$ cat config.mk
export PLATFORM = sky130hd
export DESIGN_NAME = ycc_rgb_packer
export DESIGN_NICKNAME = d
export VERILOG_FILES = /design/src/rtl/ycc_pkg.sv /design/src/rtl/ycc_mul_stage.sv /design/src/rtl/ycc_pack_stage.sv /design/src/rtl/ycc_crop_offset.sv /design/src/rtl/ycc_rgb_packer.sv
export SDC_FILE = /design/constraint.sdc
export NUM_CORES = 1
export LEC_CHECK = 0
export CAP_MARGIN = 25
export CORE_ASPECT_RATIO = 1.5
export CORE_MARGIN = 1
export CORE_UTILIZATION = 30
export CTS_BUF_LIST = sky130_fd_sc_hd__clkbuf_8
export CTS_CLUSTER_SIZE = 14
export DETAILED_ROUTE_END_ITERATION = 16
export GPL_TIMING_DRIVEN = 0
export PLACE_DENSITY_LB_ADDON = 0.15
export SLEW_MARGIN = 5
export SYNTH_ARGS = -nofsm -noshare
export SYNTH_HDL_FRONTEND = slang
export SYNTH_HIERARCHICAL = 1
export SYNTH_SLANG_ARGS = --single-unit
export TNS_END_PERCENT = 5
$ cat constraint.sdc
create_clock -name clk -period 3.15 [get_ports clk]
set_clock_uncertainty 0.1 [all_clocks]
set_input_delay 0.4725 -clock clk [delete_from_list [all_inputs] [get_ports clk]]
set_output_delay 0.4725 -clock clk [all_outputs]
set_load 0.02 [all_outputs]
$ cat src/rtl/ycc_pkg.sv
package ycc_pkg;

  localparam int SW     = 8;
  localparam int CF_FRAC = 8;
  localparam int ACC_W  = 20;
  localparam int OUT_W  = 32;
  localparam int NB_W   = 3;

  localparam logic signed [ACC_W-1:0] K_R_CR = 20'sd359;
  localparam logic signed [ACC_W-1:0] K_G_CB = 20'sd88;
  localparam logic signed [ACC_W-1:0] K_G_CR = 20'sd183;
  localparam logic signed [ACC_W-1:0] K_B_CB = 20'sd454;

  typedef enum logic [2:0] {
    FMT_ARGB32 = 3'd0,
    FMT_ABGR32 = 3'd1,
    FMT_RGBA32 = 3'd2,
    FMT_BGRA32 = 3'd3,
    FMT_RGB24  = 3'd4,
    FMT_BGR24  = 3'd5,
    FMT_RGB16  = 3'd6,
    FMT_BGR16  = 3'd7
  } pix_fmt_e;

  typedef struct packed {
    logic          en;
    pix_fmt_e      fmt;
    logic [SW-1:0] alpha;
  } cvt_cfg_t;

  function automatic cvt_cfg_t decode_cfg(input logic [15:0] w);
    cvt_cfg_t c;
    c.en    = w[0];
    c.fmt   = pix_fmt_e'(w[3:1]);
    c.alpha = w[15:8];
    return c;
  endfunction

  function automatic logic [NB_W-1:0] fmt_bytes(input pix_fmt_e f);
    logic [NB_W-1:0] n;
    case (f)
      FMT_RGB24, FMT_BGR24: n = 3'd3;
      FMT_RGB16, FMT_BGR16: n = 3'd2;
      default:              n = 3'd4;
    endcase
    return n;
  endfunction

  function automatic logic [SW-1:0] sat8(input logic signed [ACC_W-1:0] acc);
    logic signed [ACC_W-1:0] s;
    logic [SW-1:0] r;
    s = acc >>> CF_FRAC;
    if (s < 0)
      r = '0;
    else if (s > 20'sd255)
      r = '1;
    else
      r = s[SW-1:0];
    return r;
  endfunction

endpackage

$ cat src/rtl/ycc_mul_stage.sv
module ycc_mul_stage
  import ycc_pkg::*;
(
  input  logic                    clk,
  input  logic                    load,
  input  logic [SW-1:0]           y_i,
  input  logic [SW-1:0]           cb_i,
  input  logic [SW-1:0]           cr_i,
  input  cvt_cfg_t                cfg_i,
  output logic [SW-1:0]           y_q,
  output logic [SW-1:0]           cb_q,
  output logic [SW-1:0]           cr_q,
  output logic signed [ACC_W-1:0] tr_q,
  output logic signed [ACC_W-1:0] tg_q,
  output logic signed [ACC_W-1:0] tb_q,
  output cvt_cfg_t                cfg_q
);

  logic signed [ACC_W-1:0] dcb, dcr;
  logic signed [ACC_W-1:0] tr_d, tg_d, tb_d;

  always_comb begin
    dcb  = $signed({{(ACC_W-SW){1'b0}}, cb_i}) - 20'sd128;
    dcr  = $signed({{(ACC_W-SW){1'b0}}, cr_i}) - 20'sd128;
    tr_d = K_R_CR * dcr;
    tg_d = -(K_G_CB * dcb) - (K_G_CR * dcr);
    tb_d = K_B_CB * dcb;
  end

  always_ff @(posedge clk) begin
    if (load) begin
      y_q   <= y_i;
      cb_q  <= cb_i;
      cr_q  <= cr_i;
      tr_q  <= tr_d;
      tg_q  <= tg_d;
      tb_q  <= tb_d;
      cfg_q <= cfg_i;
    end
  end

endmodule

$ cat src/rtl/ycc_pack_stage.sv
module ycc_pack_stage
  import ycc_pkg::*;
(
  input  logic                    clk,
  input  logic                    load,
  input  logic [SW-1:0]           y_i,
  input  logic [SW-1:0]           cb_i,
  input  logic [SW-1:0]           cr_i,
  input  logic signed [ACC_W-1:0] tr_i,
  input  logic signed [ACC_W-1:0] tg_i,
  input  logic signed [ACC_W-1:0] tb_i,
  input  cvt_cfg_t                cfg_i,
  output logic [OUT_W-1:0]        pix_q,
  output logic [NB_W-1:0]         nb_q
);

  localparam logic signed [ACC_W-1:0] HALF = 20'sd128;

  logic signed [ACC_W-1:0] ybase;
  logic [SW-1:0]           r, g, b, a;
  logic [OUT_W-1:0]        pix_d;
  logic [NB_W-1:0]         nb_d;

  always_comb begin
    ybase = $signed({{(ACC_W-SW-CF_FRAC){1'b0}}, y_i, {CF_FRAC{1'b0}}});
    r     = sat8(ybase + tr_i + HALF);
    g     = sat8(ybase + tg_i + HALF);
    b     = sat8(ybase + tb_i + HALF);
    a     = cfg_i.alpha;
    if (!cfg_i.en) begin
      pix_d = {8'h00, y_i, cb_i, cr_i};
      nb_d  = 3'd3;
    end else begin
      case (cfg_i.fmt)
        FMT_ARGB32: pix_d = {a, r, g, b};
        FMT_ABGR32: pix_d = {a, b, g, r};
        FMT_RGBA32: pix_d = {r, g, b, a};
        FMT_BGRA32: pix_d = {b, g, r, a};
        FMT_RGB24:  pix_d = {8'h00, r, g, b};
        FMT_BGR24:  pix_d = {8'h00, b, g, r};
        FMT_RGB16:  pix_d = {16'h0000, r[7:3], g[7:2], b[7:3]};
        default:    pix_d = {16'h0000, b[7:3], g[7:2], r[7:3]};
      endcase
      nb_d = fmt_bytes(cfg_i.fmt);
    end
  end

  always_ff @(posedge clk) begin
    if (load) begin
      pix_q <= pix_d;
      nb_q  <= nb_d;
    end
  end

endmodule

$ cat src/rtl/ycc_crop_offset.sv
module ycc_crop_offset
  import ycc_pkg::*;
#(
  parameter int XW = 12
) (
  input  logic [XW-1:0] x_px,
  input  pix_fmt_e      fmt,
  output logic [XW+1:0] x_bytes
);

  logic [XW+1:0] x_ext;

  always_comb begin
    x_ext = {2'b00, x_px};
    case (fmt_bytes(fmt))
      3'd2:    x_bytes = x_ext << 1;
      3'd3:    x_bytes = (x_ext << 1) + x_ext;
      default: x_bytes = x_ext << 2;
    endcase
  end

endmodule

$ cat src/rtl/ycc_rgb_packer.sv
module ycc_rgb_packer
  import ycc_pkg::*;
#(
  parameter int XW = 12
) (
  input  logic             clk,
  input  logic             rst_n,
  input  logic [15:0]      cfg_word,
  input  logic             in_valid,
  output logic             in_ready,
  input  logic [7:0]       in_y,
  input  logic [7:0]       in_cb,
  input  logic [7:0]       in_cr,
  output logic             out_valid,
  input  logic             out_ready,
  output logic [31:0]      out_pixel,
  output logic [2:0]       out_nbytes,
  input  logic [XW-1:0]    crop_x_px,
  output logic [XW+1:0]    crop_x_bytes
);

  cvt_cfg_t                cfg_now, cfg_s1;
  logic                    cfg_unused;
  logic                    v1_q, v2_q, v1_d, v2_d;
  logic                    rdy1, rdy2, load1, load2;
  logic [SW-1:0]           y_s1, cb_s1, cr_s1;
  logic signed [ACC_W-1:0] tr_s1, tg_s1, tb_s1;

  assign cfg_now    = decode_cfg(cfg_word);
  assign cfg_unused = ^cfg_word[7:4];

  // next-state of the two valid flags
  always_comb begin
    rdy2  = !v2_q || out_ready;
    rdy1  = !v1_q || rdy2;
    load1 = in_valid && rdy1;
    load2 = v1_q && rdy2;
    v1_d  = load1 || (v1_q && !load2);
    v2_d  = load2 || (v2_q && !out_ready);
  end

  always_ff @(posedge clk or negedge rst_n) begin
    if (!rst_n) begin
      v1_q <= 1'b0;
      v2_q <= 1'b0;
    end else begin
      v1_q <= v1_d;
      v2_q <= v2_d;
    end
  end

  ycc_mul_stage u_mul (
    .clk   (clk),
    .load  (load1),
    .y_i   (in_y),
    .cb_i  (in_cb),
    .cr_i  (in_cr),
    .cfg_i (cfg_now),
    .y_q   (y_s1),
    .cb_q  (cb_s1),
    .cr_q  (cr_s1),
    .tr_q  (tr_s1),
    .tg_q  (tg_s1),
    .tb_q  (tb_s1),
    .cfg_q (cfg_s1)
  );

  ycc_pack_stage u_pack (
    .clk   (clk),
    .load  (load2),
    .y_i   (y_s1),
    .cb_i  (cb_s1),
    .cr_i  (cr_s1),
    .tr_i  (tr_s1),
    .tg_i  (tg_s1),
    .tb_i  (tb_s1),
    .cfg_i (cfg_s1),
    .pix_q (out_pixel),
    .nb_q  (out_nbytes)
  );

  ycc_crop_offset #(.XW(XW)) u_crop (
    .x_px    (crop_x_px),
    .fmt     (cfg_now.fmt),
    .x_bytes (crop_x_bytes)
  );

  assign in_ready  = rdy1;
  assign out_valid = v2_q;

endmodule

==> results.txt <==
Placed Cells: 1964
Num Clock Sinks: 112
Leakage: 6.79 nW
Syn_nets: 1653
Yosys warning total: 6
Initial Util: 0.306
Clock latency on the worst-skew pair: 0.43 ns
Layout cells sized above 1: 0.134
Worst min-delay path category: in -> async
Final Hold Vio Count: 0
Final GP Congestion: 0.956
Largest net degree at the start of global routing: 76
Cell area power density: 960 nW/um2
Critical Path AT: 5.53 ns
FP Rows: 92
Nets: 1783
Final ANT Viol Nets: 0
Max Root-Sink Buffers: 2
Initial DRC Count: 389
CTS tree: built
Worst-path fanout max: 4
Vias per cell: 4.92
Crit share post-route: 1.73
GRT busiest layer: met2
Die ar.: 44100 um2
IO Pins: 107
Slew HR: 0.459
Actual slew at the worst max-slew pin: 0.812 ns
Failing checks: negative setup slack
VDD IR max: 0.00104 V
Sequential cell area: 3350 um2
CP Class: in -> reg
IO Port Bufs: 102
Antenna violations before repair: 1
Status: finished with violations
Fmax: 0.183 GHz
Syn_area_per_cell: 9.99 um2
Layout Cells excl Fill: 1998
GR Util met3: 0.0181
Die Wd: 172 um
Fillers: 4291
Drt drc: 0
Final cell area excluding filler cells: 15700 um2
CP Launch Type: input pin
Multi-input gate area: 9370 um2
Reg clk slew, reported paths: 0.11 ns
P&R area growth vs syn: 21.5%
Final Critical Period: 5.45 ns
First-pass DRT Iterations: 5
Final WL: 36.7 mm
Total gr overflow: 0
Drt wl/cell: 18.4 um
RSZ-0062 raised after global routing: yes
Setup TNS: -58.00 ns
Post-DP Area: 14900 um2
PnR Total Power: 0.0151 W
Post-Syn Instances: 1298
GR Util met1: 0.177
CTS Root Cell: clkbuf_8
Max-cap violation count: 0
Setup Viol. Count Final: 73
Place WS: -3.94 ns
Max Slew Vio Count: 0
Die height: 257 um
Dpl hpwl: 30.0 mm
Core ar.: 42400 um2
Final worst slack: -2.30 ns
Mapped cell area: 13000 um2
Vias in the first global route: 10058
First-pass GRT wire length: 56.2 mm
CP required: 3.23 ns
DR vias: 9835
Grt met2 use: 0.337
Clock H-tree levels: 3
Total Routing Usage GR: 0.170
Num CTS Buffers: 9
Crit end category: flip-flop
[flip-flops by register name, summed over array words and instances (netlist names), 8 cells and up]
signal,cells
u_mul/tr_q,13
u_pack/pix_q,32
u_mul/tg_q,13
u_mul/cb_q,8
u_mul/cr_q,8
u_mul/cfg_q,12
u_mul/y_q,8
u_mul/tb_q,13
[placed cells by master (no fill, tap or decap), types with 7 or more instances in the layout]
master             n
clkdlybuf4s50_1   71
nand3_1           26
ha_4              19
xnor2_1           56
a22oi_1            9
o21a_1            12
nand2b_1          17
a211oi_1          14
inv_1            200
nor3_1            18
o211ai_1          12
edfxtp_1         110
a21oi_1           50
a21o_1            29
clkbuf_1           8
a31oi_1           14
nand2_1           65
clkbuf_8           9
ha_1             185
fa_1              83
o21ai_1            7
buf_4             17
and3_1             7
xor2_1            23
nor2_1            61
o21bai_1          12
or3_1              7
nor3_2             7
ha_2               9
a21oi_2           16
o21ai_0           38
nor2b_1           16
[final timing paths]
path	to	startpoint	cells past startpoint	slack (ns)
worst max-delay path	u_mul/tg_q[17]	in_cb[1]	24	-2.30
worst min-delay path	v1_q	rst_n	1	0.1
worst max register to register	u_pack/pix_q[9]	u_mul/y_q[0]	10	-0.61
worst min register to register	out_valid	v1_q	1	0.45
max in group asynchronous	out_valid	rst_n	1	2.74
min in group clk	u_mul/cb_q[7]	in_cb[7]	1	0.15
[per-layer routing]
layer / up-vias / part of all wire
met5: - / 0
met4: 0 / 0.028
met3: 52 / 0.026
met2: 201 / 0.56
met1: 4746 / 0.38
li1: 4836 / -
[where the power goes]
group	internal (W)	total, W	switching, W	leakage (nW)
logic	0.00535	0.0117	0.00632	5.60
clock network	0.000321	0.000886	0.000565	0.103
registers	0.00240	0.00256	0.000163	1.08
total	0.00807	0.0151	0.00705	6.79
[per-stage QoR]
stage / hold WS, ns / utilization
global placement: 0.424 / 0.351
detailed placement: 0.430 / 0.351
finish: 0.0962 / 0.372
global route: 0.0637 / 0.372
floorplan: 0.0769 / -
CTS: 0.0589 / 0.368
[critical path, stage by stage]
cell      delay [ns]
buf_12          0.11
ha_4            0.23
fa_1            0.52
ha_4            0.22
buf_6           0.11
a21o_1          0.16
a21oi_2         0.17
buf_4           0.13
o21ai_2         0.05
nand2_1         0.09
xnor2_1         0.12
ha_1            0.27
fa_1            0.47
fa_1            0.54
inv_1           0.05
fa_1            0.52
ha_4            0.23
a21oi_2         0.15
o211ai_1        0.15
a21oi_2         0.22
o41ai_4         0.13
a21o_1          0.20
a21oi_2         0.12
xnor2_1         0.08
[layout make-up]
cell class / instances / area share
Sequential cell: 112 / 0.213
Tap cell: 564 / 0.0448
Antenna cell: 1 / 0.000159
Buffer: 16 / 0.00588
Inverter: 206 / 0.0512
Timing Repair Buffer: 119 / 0.0772
Clock inverter: 7 / 0.00501
Multi-Input combinational cell: 964 / 0.595
Clock buffer: 9 / 0.00787
[repair_timing]
item,4_1_cts,5_1_grt
hold buffers,0,0
setup buffers,14,2
pin swaps,46,23
setup endpoints to repair,84,79
gates resized for setup,186,39
No activity file was read; power rests on OpenSTA's default activity.
